--- src/rtl/fsu_pkg.sv ---
// Shared types and command codes for the flash unlock sequencer.
// Assumes: state codes double as the visible 6-bit status value.
package fsu_pkg;

    typedef enum logic [5:0] {
        ST_LOCKED = 6'b000000,
        ST_KEY1   = 6'b000001,
        ST_KEY2   = 6'b000010,
        ST_OPEN   = 6'b000011,
        ST_PSEL   = 6'b000100,
        ST_BUSY   = 6'b000101
    } fsu_state_e;

    typedef enum logic [1:0] {
        OP_NONE   = 2'b00,
        OP_PROG   = 2'b01,
        OP_PERASE = 2'b10,
        OP_MERASE = 2'b11
    } fsu_op_e;

    localparam logic [7:0] KEY_FIRST      = 8'h73;
    localparam logic [7:0] KEY_SECOND     = 8'h8C;
    localparam logic [7:0] CMD_PAGE_ERASE = 8'h95;
    localparam logic [7:0] CMD_MASS_ERASE = 8'h63;
    localparam logic [7:0] CMD_PROT_SEL   = 8'h5E;

endpackage

--- src/rtl/fsu_regs.sv ---
// Page, sector-protect and timing registers of the unlock sequencer.
// Does: holds the page number, a set-only protect mask and the operation length,
//       and looks up whether the page on the select bus lies in a protected sector.
// Assumes: the controller raises at most one of page_we / prot_we per cycle.
module fsu_regs #(
    parameter int PAGE_W = 7,
    parameter int SECT_W = 3,
    parameter int FREQ_W = 16,
    localparam int NSECT = 1 << SECT_W
) (
    input  logic              clk,
    input  logic              rst_n,
    input  logic              page_we,
    input  logic [PAGE_W-1:0] page_din,
    input  logic              prot_we,
    input  logic [NSECT-1:0]  prot_din,
    input  logic              freq_we,
    input  logic [FREQ_W-1:0] freq_din,
    output logic [PAGE_W-1:0] page_q,
    output logic [NSECT-1:0]  prot_q,
    output logic [FREQ_W-1:0] freq_q,
    output logic              cand_prot
);

    logic [SECT_W-1:0] cand_sect;

    // Sector of the page currently on the select bus.
    assign cand_sect = page_din[PAGE_W-1 -: SECT_W];
    assign cand_prot = prot_q[cand_sect];

    // Register updates: page overwrite, protect mask set-only, timing overwrite.
    always_ff @(posedge clk) begin
        if (!rst_n) begin
            page_q <= '0;
            prot_q <= '0;
            freq_q <= '0;
        end else begin
            if (page_we) page_q <= page_din;
            if (prot_we) prot_q <= prot_q | prot_din;
            if (freq_we) freq_q <= freq_din;
        end
    end

    // protect bits once set are never cleared outside reset.
    p_prot_sticky_r5: assert property (@(posedge clk) disable iff (!rst_n)
        (prot_q != '0) |=> ((prot_q & $past(prot_q)) == $past(prot_q)));

endmodule

--- src/rtl/fsu_timer.sv ---
// Operation length timer.
// Does: loads the cycle count at operation start and flags the last busy cycle.
// Assumes: load is never raised while run is high; a loaded value of zero is never used.
module fsu_timer #(
    parameter int FREQ_W = 16
) (
    input  logic              clk,
    input  logic              rst_n,
    input  logic              load,
    input  logic [FREQ_W-1:0] load_val,
    input  logic              run,
    output logic              done
);

    logic [FREQ_W-1:0] cnt_q;

    // Down counter: load on start, decrement each busy cycle.
    always_ff @(posedge clk) begin
        if (!rst_n)                    cnt_q <= '0;
        else if (load)                 cnt_q <= load_val;
        else if (run && cnt_q != '0)   cnt_q <= cnt_q - 1'b1;
    end

    assign done = run && (cnt_q == {{(FREQ_W-1){1'b0}}, 1'b1});

    // every busy cycle short of the last consumes exactly one count.
    p_count_down_r7: assert property (@(posedge clk) disable iff (!rst_n)
        (run && cnt_q > {{(FREQ_W-1){1'b0}}, 1'b1}) |=> (cnt_q == $past(cnt_q) - 1'b1));

endmodule

--- src/rtl/fsu_ctrl.sv ---
// Key sequence and command state machine.
// Does: walks locked -> first key -> second key -> page confirm -> unlocked,
//       launches array operations and relocks on any out-of-order write.
// Assumes: write priority control > select > program within one cycle.
module fsu_ctrl
    import fsu_pkg::*;
#(
    parameter int PAGE_W = 7,
    parameter int OFS_W  = 6
) (
    input  logic              clk,
    input  logic              rst_n,
    input  logic              ctl_we,
    input  logic [7:0]        ctl_din,
    input  logic              sel_we,
    input  logic [PAGE_W-1:0] sel_page,
    input  logic              prog_we,
    input  logic [OFS_W-1:0]  prog_offset,
    input  logic [7:0]        prog_data,
    input  logic              wp_n,
    input  logic [PAGE_W-1:0] page_q,
    input  logic              prot_any,
    input  logic              cand_prot,
    input  logic              freq_nz,
    input  logic              tmr_done,
    output fsu_state_e        state_q,
    output logic              page_we,
    output logic              prot_we,
    output logic              tmr_load,
    output fsu_op_e           op_q,
    output logic [PAGE_W-1:0] op_page_q,
    output logic [OFS_W-1:0]  op_ofs_q,
    output logic [7:0]        op_data_q
);

    fsu_state_e state_d;
    fsu_op_e    op_d;
    logic       start;
    logic       go_ok;
    logic       sel_eff;

    assign go_ok   = wp_n && freq_nz;
    assign sel_eff = sel_we && !ctl_we;

    // Select bus routing: protect mask in protect-select state, page otherwise.
    assign prot_we  = sel_eff && (state_q == ST_PSEL);
    assign page_we  = sel_eff && (state_q != ST_PSEL) && (state_q != ST_BUSY);
    assign tmr_load = start;

    // Next-state decision for every write type in every state.
    always_comb begin
        state_d = state_q;
        op_d    = OP_NONE;
        start   = 1'b0;
        if (state_q == ST_BUSY) begin
            if (tmr_done) state_d = (op_q == OP_PROG) ? ST_OPEN : ST_LOCKED;
        end else if (ctl_we) begin
            case (state_q)
                ST_KEY1: state_d = (ctl_din == KEY_SECOND) ? ST_KEY2 : ST_LOCKED;
                ST_KEY2: state_d = ST_LOCKED;
                ST_OPEN: begin
                    if (ctl_din == CMD_PAGE_ERASE && go_ok) begin
                        state_d = ST_BUSY;
                        op_d    = OP_PERASE;
                        start   = 1'b1;
                    end else if (ctl_din == CMD_MASS_ERASE && go_ok && !prot_any) begin
                        state_d = ST_BUSY;
                        op_d    = OP_MERASE;
                        start   = 1'b1;
                    end else begin
                        state_d = ST_LOCKED;
                    end
                end
                default: begin
                    if (ctl_din == KEY_FIRST)         state_d = ST_KEY1;
                    else if (ctl_din == CMD_PROT_SEL) state_d = ST_PSEL;
                    else                              state_d = ST_LOCKED;
                end
            endcase
        end else if (sel_we) begin
            if (state_q == ST_KEY2 && sel_page == page_q && !cand_prot && wp_n)
                state_d = ST_OPEN;
            else
                state_d = ST_LOCKED;
        end else if (prog_we) begin
            if (state_q == ST_OPEN && go_ok) begin
                state_d = ST_BUSY;
                op_d    = OP_PROG;
                start   = 1'b1;
            end else begin
                state_d = ST_LOCKED;
            end
        end
    end

    // State and operation descriptor registers.
    always_ff @(posedge clk) begin
        if (!rst_n) begin
            state_q   <= ST_LOCKED;
            op_q      <= OP_NONE;
            op_page_q <= '0;
            op_ofs_q  <= '0;
            op_data_q <= '0;
        end else begin
            state_q <= state_d;
            if (start) begin
                op_q      <= op_d;
                op_page_q <= page_q;
                op_ofs_q  <= (op_d == OP_PROG) ? prog_offset : '0;
                op_data_q <= (op_d == OP_PROG) ? prog_data : '0;
            end else if (state_q == ST_BUSY && tmr_done) begin
                op_q <= OP_NONE;
            end
        end
    end

    // a wrong second key drops back to locked.
    p_wrong_key_r2: assert property (@(posedge clk) disable iff (!rst_n)
        (state_q == ST_KEY1 && ctl_we && ctl_din != KEY_SECOND) |=> (state_q == ST_LOCKED));

    // unlocked is reachable only from the second-key state (or from a finished program).
    p_open_via_key2_r3: assert property (@(posedge clk) disable iff (!rst_n)
        (state_q == ST_LOCKED || state_q == ST_KEY1 || state_q == ST_PSEL) |=> (state_q != ST_OPEN));

    // confirming into a protected sector never unlocks.
    p_prot_blocks_r4: assert property (@(posedge clk) disable iff (!rst_n)
        (state_q == ST_KEY2 && sel_eff && cand_prot) |=> (state_q == ST_LOCKED));

    // a mass erase never runs while any sector is protected.
    p_merase_clean_r6: assert property (@(posedge clk) disable iff (!rst_n)
        (state_q == ST_BUSY && op_q == OP_MERASE) |-> !prot_any);

    // a zero timing value never starts an operation.
    p_zero_freq_r7: assert property (@(posedge clk) disable iff (!rst_n)
        (state_q == ST_OPEN && !freq_nz) |=> (state_q != ST_BUSY));

    // with the strap low the block cannot become unlocked.
    p_wp_blocks_r8: assert property (@(posedge clk) disable iff (!rst_n)
        (!wp_n && state_q != ST_OPEN && state_q != ST_BUSY) |=> (state_q != ST_OPEN));

    // the operation descriptor is frozen until the last busy cycle.
    p_busy_frozen_r9: assert property (@(posedge clk) disable iff (!rst_n)
        (state_q == ST_BUSY && !tmr_done) |=>
            (state_q == ST_BUSY && $stable(op_q) && $stable(op_page_q) && $stable(op_data_q)));

endmodule

--- src/rtl/flash_unlock_seq.sv ---
// Top of the flash program/erase unlock sequencer.
// Does: connects the key/command state machine, the register file and the
//       operation timer, and presents status and array strobes.
// Assumes: PAGE_W <= 8 and eight or fewer sectors so both fit in the select byte.
module flash_unlock_seq #(
    parameter int PAGE_W     = 7,
    parameter int SECT_W     = 3,
    parameter int FREQ_W     = 16,
    parameter int PAGE_BYTES = 64,
    localparam int NSECT     = 1 << SECT_W,
    localparam int OFS_W     = $clog2(PAGE_BYTES)
) (
    input  logic              clk,
    input  logic              rst_n,
    input  logic              ctl_we,
    input  logic [7:0]        ctl_din,
    input  logic              sel_we,
    input  logic [7:0]        sel_din,
    input  logic              freq_we,
    input  logic [FREQ_W-1:0] freq_din,
    input  logic              prog_we,
    input  logic [OFS_W-1:0]  prog_offset,
    input  logic [7:0]        prog_data,
    input  logic              wp_n,
    output logic [5:0]        status,
    output logic [NSECT-1:0]  prot_mask,
    output logic [PAGE_W-1:0] page_sel,
    output logic              arr_busy,
    output logic [1:0]        arr_op,
    output logic [PAGE_W-1:0] arr_page,
    output logic [OFS_W-1:0]  arr_offset,
    output logic [7:0]        arr_data
);
    import fsu_pkg::*;

    fsu_state_e        state;
    fsu_op_e           op;
    logic              page_we, prot_we, tmr_load, tmr_done, cand_prot;
    logic [PAGE_W-1:0] page_q;
    logic [NSECT-1:0]  prot_q;
    logic [FREQ_W-1:0] freq_q;

    fsu_regs #(.PAGE_W(PAGE_W), .SECT_W(SECT_W), .FREQ_W(FREQ_W)) u_regs (
        .clk       (clk),
        .rst_n     (rst_n),
        .page_we   (page_we),
        .page_din  (sel_din[PAGE_W-1:0]),
        .prot_we   (prot_we),
        .prot_din  (sel_din[NSECT-1:0]),
        .freq_we   (freq_we),
        .freq_din  (freq_din),
        .page_q    (page_q),
        .prot_q    (prot_q),
        .freq_q    (freq_q),
        .cand_prot (cand_prot)
    );

    fsu_timer #(.FREQ_W(FREQ_W)) u_timer (
        .clk      (clk),
        .rst_n    (rst_n),
        .load     (tmr_load),
        .load_val (freq_q),
        .run      (state == ST_BUSY),
        .done     (tmr_done)
    );

    fsu_ctrl #(.PAGE_W(PAGE_W), .OFS_W(OFS_W)) u_ctrl (
        .clk         (clk),
        .rst_n       (rst_n),
        .ctl_we      (ctl_we),
        .ctl_din     (ctl_din),
        .sel_we      (sel_we),
        .sel_page    (sel_din[PAGE_W-1:0]),
        .prog_we     (prog_we),
        .prog_offset (prog_offset),
        .prog_data   (prog_data),
        .wp_n        (wp_n),
        .page_q      (page_q),
        .prot_any    (prot_q != '0),
        .cand_prot   (cand_prot),
        .freq_nz     (freq_q != '0),
        .tmr_done    (tmr_done),
        .state_q     (state),
        .page_we     (page_we),
        .prot_we     (prot_we),
        .tmr_load    (tmr_load),
        .op_q        (op),
        .op_page_q   (arr_page),
        .op_ofs_q    (arr_offset),
        .op_data_q   (arr_data)
    );

    assign status    = state;
    assign arr_op    = op;
    assign arr_busy  = (state == ST_BUSY);
    assign prot_mask = prot_q;
    assign page_sel  = page_q;

    // the array strobe and a valid operation code always travel together.
    p_busy_has_op_r9: assert property (@(posedge clk) disable iff (!rst_n)
        arr_busy |-> (arr_op != 2'b00));

endmodule

--- config.mk ---
export PLATFORM = sky130hd
export DESIGN_NAME = flash_unlock_seq
export DESIGN_NICKNAME = d
export VERILOG_FILES = /design/src/rtl/fsu_pkg.sv /design/src/rtl/fsu_regs.sv /design/src/rtl/fsu_timer.sv /design/src/rtl/fsu_ctrl.sv /design/src/rtl/flash_unlock_seq.sv
export SDC_FILE = /design/constraint.sdc
export NUM_CORES = 1
export LEC_CHECK = 0
export BUFFER_PORTS_ARGS = -buffer_cell sky130_fd_sc_hd__buf_2
export CAP_MARGIN = 10
export CELL_PAD_IN_SITES_DETAIL_PLACEMENT = 0
export CELL_PAD_IN_SITES_GLOBAL_PLACEMENT = 1
export CORE_MARGIN = 2
export CORE_UTILIZATION = 43
export DETAILED_ROUTE_END_ITERATION = 10
export PLACE_DENSITY_LB_ADDON = 0.12
export SKIP_LAST_GASP = 1
export SYNTH_ARGS = -nofsm -noshare
export SYNTH_HDL_FRONTEND = slang
export SYNTH_HIERARCHICAL = 1
export SYNTH_SLANG_ARGS = --single-unit
export TNS_END_PERCENT = 20
--- constraint.sdc ---
create_clock -name clk -period 7.14 [get_ports clk]
set_input_delay 0.714 -clock clk [delete_from_list [all_inputs] [get_ports clk]]
set_output_delay 0.714 -clock clk [all_outputs]
set_load 0.05 [all_outputs]
* Word-level counts from Yosys, hierarchy flattened
Index checks and enable logic that the tools add are counted.
** Storage, ports and cells
- Flip-flop bits (word level) :: 76
- Input bits :: 53
- Output and inout bits :: 45
** Operators by class
- Add/sub/neg operators :: 1
- $lt $le $gt $ge :: 1
- Equal/unequal tests :: 17
- Multiplexer cells :: 38
- Bitwise operators :: 1
- Reductions and logical operators :: 25
** Operator list (number)
- two-way mux 6 bit :: 8
- two-way mux 16 bit :: 2
- nonzero test 16 bit :: 2
- equality test 8 x 7 -> 1 bit (second input constant) :: 3
- two-way mux 2 bit :: 12
- one-hot mux 6 bit (3 select lines) :: 1
- equality test 16 x 1 -> 1 bit (second input constant) :: 1
- equality test 8 bit (second input constant) :: 2
- subtractor 16 x 1 -> 16 bit (second input constant) :: 1
- logical AND 1 bit :: 15
- equality test 6 x 2 -> 1 bit (second input constant) :: 2
- equality test 6 x 3 -> 1 bit (second input constant) :: 2
- != test 6 x 3 -> 1 bit (second input constant) :: 2
- two-way mux 1 bit :: 10
- two-way mux 3 bit :: 3
- two-way mux 8 bit :: 1
- bitwise OR 8 bit :: 1
- nonzero test 8 bit :: 1
- equality test 7 bit :: 1
- equality test 6 x 1 -> 1 bit (second input constant) :: 1
- equality test 2 x 1 -> 1 bit (second input constant) :: 2
- less-than comparator 3 x 4 -> 1 bit (second input constant) :: 1
- nonzero test 2 bit :: 2
- nonzero test 4 bit :: 1
- other kinds (4) :: 6

* Longest topological paths before layout
Gate-level depths: netlist of run 1.
- Word-level depth :: 11
- Depth in mapped cells :: 11

* Modules after synthesis
Netlist of run 1, hierarchy kept.
** By module, submodules not included
- fsu_ctrl :: times used 1, cells each 181, area an instance 1599.0 um2, sequential area each 520.5 um2
- fsu_regs :: times used 1, cells each 103, area an instance 1181.1 um2, sequential area each 620.6 um2
- fsu_timer :: times used 1, cells each 120, area an instance 1022.2 um2, sequential area each 320.3 um2
- flash_unlock_seq :: times used 1, cells each 10, area an instance 63.8 um2, sequential area each 0.0 um2

* Least setup slack after synthesis of run 1
No wires, ideal clock.
- Kind :: register to register
- Start :: register u_ctrl.state_q[0]
- End :: register u_timer.cnt_q[15]
- Setup time :: 74 ps
- Data arrival time :: 3869 ps
- Data required time :: 7066 ps
- Setup slack :: 3197 ps
- Cell stages (with the launch flop) :: 7
- Clock period less this slack :: 3943 ps
- Path through :: dfxtp_1 > nand4bb_1 > nor3_1 > nor4b_2 > nand4_1 > or4b_1 > a31oi_1
** Between the ends
- Elaborated cells between the ends (all ways) :: 12
** RTL lines
- from (decl) :: line fsu_ctrl.sv:26 : output fsu_state_e state_q,
- from (signal assigned) :: line fsu_ctrl.sv:105 : state_q <= state_d;
- equality test 6 x 3 -> 1 bit *
- via arr_busy :: line flash_unlock_seq.sv:28 : output logic arr_busy,
- two-way mux 1 bit or logical AND 1 bit (tied branches) :: line fsu_ctrl.sv:55, fsu_timer.sv:21
- two-way mux 16 bit or nonzero test 2 bit (tied branches)
- to (signal assigned) :: line fsu_timer.sv:20 : else if (load) cnt_q <= load_val;
- to (signal assigned) :: line fsu_timer.sv:21 : else if (run && cnt_q != '0) cnt_q <= cnt_q - 1'b1;
- to (decl) :: line fsu_timer.sv:15 : logic [FREQ_W-1:0] cnt_q;
Mark *: on every way through the listed nets, which the timed path passes. The rest lies on a longest branch.
A chain may end at the register's enable or synchronous reset.

* Worst setup path after layout of run 1
- Start :: register u_regs.freq_q[13]
- End :: register u_timer.cnt_q[11]
** Between the ends
- Cells in the longest elaborated chain, start to end :: 10
- Elaborated cells between the ends (all ways) :: 16
** RTL lines
- from (decl) :: line fsu_regs.sv:21 : output logic [FREQ_W-1:0] freq_q,
- from (signal assigned) :: line fsu_regs.sv:40 : if (freq_we) freq_q <= freq_din;
- nonzero test 16 bit * :: line flash_unlock_seq.sv:81 : .freq_nz (freq_q != '0),
- logical AND 1 bit * :: line fsu_ctrl.sv:42 : assign go_ok = wp_n && freq_nz;
- logical AND 1 bit (2 in a row) :: line fsu_ctrl.sv:66 : end else if (ctl_din == CMD_MASS_ERASE && go_ok && !prot_any) begin
- two-way mux 1 bit :: line fsu_ctrl.sv:66
- two-way mux 1 bit :: line fsu_ctrl.sv:62 : if (ctl_din == CMD_PAGE_ERASE && go_ok) begin
- two-way mux 1 bit :: line fsu_ctrl.sv:58 : case (state_q)
- two-way mux 1 bit * :: line fsu_ctrl.sv:57 : end else if (ctl_we) begin
- two-way mux 1 bit * :: line fsu_ctrl.sv:55 : if (state_q == ST_BUSY) begin
- via tmr_load :: line flash_unlock_seq.sv:38 : logic page_we, prot_we, tmr_load, tmr_done, cand_prot;
- two-way mux 16 bit or nonzero test 2 bit (tied branches)
Marked as above.

==> flow_metrics.env, run 1 <==
export IMPL_status="complete, no violations"
export IMPL_die_h_um=98.8
export IMPL_hold_start="u_ctrl/op_data_q[1]"
export IMPL_seq_area_frac_synth_pct=37.8
export IMPL_cts_tree="built"
export IMPL_drt_wirelength_per_cell_um=16.3
export IMPL_grtUsageTotal_pct=20.6
export IMPL_cts_sinks=73
export IMPL_viasPerCell=5.66
export IMPL_io_buffer_count=94
export IMPL_finalWirelength_um=9920
export IMPL_clockBufferDepth=2
export IMPL_clk_pin_slew_ps=80
export IMPL_finish_instance_area_um2=4510
export IMPL_cp_required_ps=7410
export IMPL_finalClockSkew_ps=8.55
export IMPL_grt_pass1_wl_um=16200
export IMPL_slew_limit_headroom_pct=24.0
export IMPL_nNetsFinal=549
export IMPL_synth_edf_count=0
export IMPL_synth_top_area_cell="dfxtp_1"
export IMPL_setup_viol=0
export IMPL_startpoint="u_regs/freq_q[13]"
export IMPL_slew_violations=0
export IMPL_end_kind="flip-flop"
export IMPL_synth_compound_area_share_pct=18.1
export IMPL_ys_flop_type="dfxtp_1"
export IMPL_p_leak_nw=1.90
export IMPL_final_common_cell="buf_2"
export IMPL_synthCells=414
export IMPL_cts_root_buf="clkbuf_8"
export IMPL_antennaDiodeCount=0
export IMPL_power_density_nw_per_um2=184
export IMPL_ys_ff_latch=73
export IMPL_grt_pass1_vias=3135
export IMPL_multiInputGateArea_um2=2210
export IMPL_layout_setup_ws_ps=4110
export IMPL_placedCellCount=591
export IMPL_post_place_ws_ps=3990
export IMPL_post_cts_buffers=0
export IMPL_hold_slack_ps=456
export IMPL_crit_fanout=26
export IMPL_synthToLayoutAreaGrowth_pct=16.6
export IMPL_synthTopCellsByArea="dfxtp_1 (38%), mux2i_1 (6.2%), nor2b_1 (5.3%), a21oi_1 (3.6%), nand2_1 (3.4%)"
export IMPL_r2r_start="u_regs/freq_q[13]"
export IMPL_regArea_um2=1460
export IMPL_vias=3436
export IMPL_hold_viol=0
export IMPL_dp_hpwl_um=7140
export IMPL_cts_buffers=9
export IMPL_holdBufCountCts=0
export IMPL_hp_class="flip-flop to flip-flop"
export IMPL_grt_antenna_before_repair=0
export IMPL_layout_drive_gt1_share_pct=28.1
export IMPL_drtIter0Drc=180
export IMPL_start_kind="flip-flop"
export IMPL_yosysWarnings=6
export IMPL_period_share_pct=42.4
export IMPL_clk_latency_ps=350
export IMPL_die_x_um=98.8
export IMPL_clock_fmax_mhz=330
export IMPL_synth_distinct_cells=70
export IMPL_final_cell_mix="buf_2 (94), dfxtp_1 (73), nand2_1 (35), nor2b_1 (33), a21oi_1 (28)"
export IMPL_synthAdderAreaFrac_pct=0.647
export IMPL_postPlaceCellArea_um2=4310
export IMPL_regToRegSetupSlack_ps=4110
export IMPL_fillCellCount=830
export IMPL_drc=0
export IMPL_async_reset_ff_share_pct=0
export IMPL_synth_mux_area_share_pct=7.86
export IMPL_overflow=0
export IMPL_cap_violations=0
export IMPL_postRouteAntennaNets=0
export IMPL_yosys_area_share_simple_pct=28.5
export IMPL_ir_drop_uv=129
export IMPL_gp_congestion=0.851
export IMPL_row_count=34
export IMPL_yosysTopAreaCellShare_pct=37.8
export IMPL_fin_crit_ps=3030
export IMPL_cp_arrival_ps=3300
export IMPL_finalSetupTns_ps=0
export IMPL_start_util_pct=44.3
export IMPL_synth_top_family_by_area="simple AND/OR/NAND/NOR gates"
export IMPL_synthXorXnorAreaFrac_pct=1.81
export IMPL_htreeDepth=3
export IMPL_syn_avg_cell_area_um2=9.34
export IMPL_tightest_slew_ps=1140
export IMPL_grt_max_degree=57
export IMPL_drt_pass1_iterations=4
export IMPL_cts_resized_gates=0
export IMPL_dieArea_um2=9770
export IMPL_io_pin_count=98
export IMPL_rsz0062_at_grt="false"
export IMPL_instances_no_fill=607
export IMPL_crit_type="flip-flop to flip-flop"
export IMPL_post_synth_instance_area_um2=3870
export IMPL_core_area_um2=8720
## final cells by class
| cell class | count | area share (%) |
|---|---|---|
| clock buffer | 9 | 2.75 |
| clock inverter | 7 | 1.58 |
| inverter | 7 | 0.583 |
| multi-input combinational | 308 | 49.1 |
| sequential | 73 | 32.4 |
| tap | 108 | 3.00 |
| timing repair buffer | 95 | 10.6 |
## power by group
group | leakage (nW) | switching, mW | internal (mW) | total, mW
registers | 0.592 | 0.0112 | 0.415 | 0.426
clock network | 0.103 | 0.160 | 0.161 | 0.321
logic | 1.21 | 0.0481 | 0.0344 | 0.0824
total | 1.90 | 0.220 | 0.611 | 0.830
## metal layers
metal,track usage [%],up-vias,routed length [um]
met5,0,-,0
met4,5.37,0,53
met3,5.74,5,696
li1,-,1711,-
met2,28.8,109,4160
met1,31.0,1611,5010
## critical path, stage by stage, from the launching register on
cell,delay [ps]
dfxtp_1,340
nor4_1,330
nand4_1,210
nand3b_1,280
a2111o_2,430
nand2_1,320
inv_1,630
o21ai_0,200
nor3b_1,210
## worst paths after layout
| kind | end | cells past startpoint |
|---|---|---|
| max reg2reg | u_timer/cnt_q[11] | 8 |
| min | u_ctrl/op_data_q[1] | 2 |
| min reg2reg | u_ctrl/op_data_q[1] | 2 |
| max | u_timer/cnt_q[11] | 8 |
## synthesized netlist by cell type (all sizes together) (5+ instances only)
library cell,number
buf,17
nand4,21
mux2i,24
nor3,5
o21ai,12
clkbuf,11
nand2,35
a31oi,8
xnor2,8
nor2b,34
o31ai,12
nand2b,6
nor4,11
or4,7
nand3,10
dfxtp,73
a21oi,38
nor2,11
inv,7
## metrics by stage
step | power [mW] | utilization (%)
after floorplan | 0.489 | -
after global placement | 0.517 | 49.4
after detailed placement | 0.519 | 49.4
after CTS | 0.843 | 51.7
after global routing | 0.870 | 51.7
final | 0.830 | 51.7
## flip-flops by register name, indices dropped and copies added (netlist names)
signal,flops
u_regs/freq_q,16
u_timer/cnt_q,16
u_ctrl/op_data_q,8
u_regs/prot_q,8
u_ctrl/op_page_q,7
u_regs/page_q,7
u_ctrl/op_ofs_q,6
u_ctrl/state_q,3
u_ctrl/op_q,2
## cell families after synthesis
group                      count (synthesis)
muxes                                     27
buffers and inverters                     35
and+or+nand+nor                          173
AOI/OAI and AO/OA                         95
other                                      1
adders and majority gates                  2
xor gates and xnor gates                   8
DFF                                       73
Note: power is estimated with default switching activity, not from simulation.
==> run 2, diff against run 1 <==
- ABC_AREA: unset -> 1
- CORE_UTILIZATION: 43 -> 37
- clock period: 7.14 -> 3.15 ns (I/O delays scaled with it)
==> flow_metrics.env, run 2 <==
export IMPL_htreeDepth=3
export IMPL_multiInputGateArea_um2=2210
export IMPL_power_density_nw_per_um2=415
export IMPL_synth_commonest_cells="nand2_1 (162), nor2_1 (117), dfxtp_1 (73)"
export IMPL_ir_drop_uv=188
export IMPL_slew_limit_headroom_pct=44.1
export IMPL_finalClockSkew_ps=10.9
export IMPL_ys_ff_latch=73
export IMPL_end_kind="flip-flop"
export IMPL_syn_avg_cell_area_um2=6.51
export IMPL_regArea_um2=1460
export IMPL_cp_arrival_ps=2720
export IMPL_finish_instance_area_um2=4820
export IMPL_synth_top_area_cell="dfxtp_1"
export IMPL_drt_wirelength_per_cell_um=12.9
export IMPL_drtIter0Drc=161
export IMPL_crit_type="flip-flop to flip-flop"
export IMPL_power_mw=2.00
export IMPL_clk_pin_slew_ps=80
export IMPL_post_synth_instance_area_um2=4050
export IMPL_cap_violations=0
export IMPL_synth_edf_count=0
export IMPL_grt_max_degree=33
export IMPL_drc=0
export IMPL_hold_slack_ps=186
export IMPL_hold_viol=0
export IMPL_tightest_slew_ps=838
export IMPL_grt_pass1_vias=3757
export IMPL_slew_violations=0
export IMPL_die_x_um=109
export IMPL_dp_hpwl_um=8510
export IMPL_gp_congestion=0.853
export IMPL_dieArea_um2=11800
export IMPL_viasPerCell=4.66
export IMPL_cts_sinks=73
export IMPL_clk_latency_ps=350
export IMPL_grt_pass1_wl_um=18000
export IMPL_startpoint="u_regs/freq_q[1]"
export IMPL_synthToLayoutAreaGrowth_pct=19.1
export IMPL_drt_pass1_iterations=4
export IMPL_period_share_pct=77.3
export IMPL_hp_class="primary input to flip-flop"
export IMPL_nNetsFinal=769
export IMPL_hold_start="freq_din[0]"
export IMPL_clock_fmax_mhz=411
export IMPL_yosysWarnings=6
export IMPL_vias=4009
export IMPL_seq_area_frac_synth_pct=36.1
export IMPL_setup_viol=0
export IMPL_io_pin_count=98
export IMPL_yosysTopAreaCellShare_pct=36.1
export IMPL_fillCellCount=1204
export IMPL_cp_required_ps=3440
export IMPL_core_area_um2=10700
export IMPL_io_buffer_count=94
export IMPL_reg_top3="u_regs/freq_q x16, u_timer/cnt_q x16"
export IMPL_cts_resized_gates=0
export IMPL_post_cts_buffers=0
export IMPL_postRouteAntennaNets=0
export IMPL_crit_fanout=21
export IMPL_status="complete, no violations"
export IMPL_ys_flop_type="dfxtp_1"
export IMPL_grtUsageTotal_pct=19.6
export IMPL_die_h_um=109
export IMPL_rsz0062_at_grt="false"
export IMPL_async_reset_ff_share_pct=0
export IMPL_holdBufCountCts=0
export IMPL_postPlaceCellArea_um2=4600
export IMPL_cts_root_buf="clkbuf_8"
export IMPL_cts_tree="built"
export IMPL_synthCells=622
export IMPL_finalWirelength_um=11100
export IMPL_p_leak_nw=2.46
export IMPL_cts_buffers=9
export IMPL_start_util_pct=37.7
export IMPL_overflow=0
export IMPL_row_count=38
export IMPL_clockBufferDepth=2
export IMPL_r2r_start="u_regs/freq_q[1]"
export IMPL_synth_most_common_cell="nand2_1"
export IMPL_synthTopCellsByArea="dfxtp_1 (36%), nand2_1 (15%), nor2_1 (11%), inv_1 (5.8%), o21ai_0 (4.7%)"
export IMPL_start_kind="flip-flop"
export IMPL_layout_drive_gt1_share_pct=22.4
export IMPL_finalSetupTns_ps=0
export IMPL_final_common_cell="nand2_1"
export IMPL_final_cell_mix="nand2_1 (162), nor2_1 (117), buf_2 (94), dfxtp_1 (73), inv_1 (63)"
export IMPL_fin_crit_ps=2440
export IMPL_synth_distinct_cells=36
export IMPL_grt_antenna_before_repair=0
[run 2: per-stage QoR]
stage | util [%] | setup slack (ps) | std cells
finish | 44.9 | 714 | 860
CTS | 44.8 | 672 | 859
global placement | 42.8 | 757 | 843
global route | 44.8 | 439 | 859
detailed placement | 42.8 | 700 | 843
floorplan | - | 173 | 624
[run 2: metal layers]
layer	global-route usage [%]	wire, um
met4	6.68	133
met5	0	0
met1	25.4	5350
met3	4.16	606
met2	32.4	5020
[run 2: worst max-delay path: stages (launching register included)]
cell and delay, ps:
dfxtp_1 370, nor2_1 60, nand2_1 60, nor2_1 50, nand2_1 60, nand2_1 130, nor2_2 200, nand2_4 90
nor2_8 280, inv_1 120, nand2_1 100, inv_1 290, nand2_4 290, o21ai_0 100, a21oi_1 140
[run 2: cells by family after synthesis]
kind of cell,after synthesis,synth area share [%]
compound gates,89,12.2
xor+xnor,8,1.73
fa+ha+maj,2,0.618
buf+inv,87,9.55
flops,73,36.1
other cells,1,0.0927
simple gates,362,39.7
[run 2: final cells by class]
cell class / count / share of cell area (%)
Multi-Input combinational cell: 464 / 45.8
Sequential cell: 73 / 30.3
Timing Repair Buffer: 98 / 10.4
Inverter: 68 / 5.29
Tap cell: 140 / 3.63
Clock buffer: 11 / 2.93
Clock inverter: 5 / 1.64
Antenna cell: 1 / 0.0519
[run 2: path summary, 6_finish.rpt]
kind / slack [ps] / end / depth (start not counted)
hold / removal: 190 / u_regs/freq_q[0] / 3
setup reg to reg: 710 / u_timer/cnt_q[1] / 14
hold reg to reg: 470 / u_ctrl/op_data_q[6] / 2
setup / recovery: 710 / u_timer/cnt_q[1] / 14
[run 2: power breakdown]
part / switching, mW / total [mW] / internal [mW]
clock network: 0.355 / 0.821 / 0.467
logic: 0.144 / 0.211 / 0.0664
registers: 0.0218 / 0.967 / 0.945
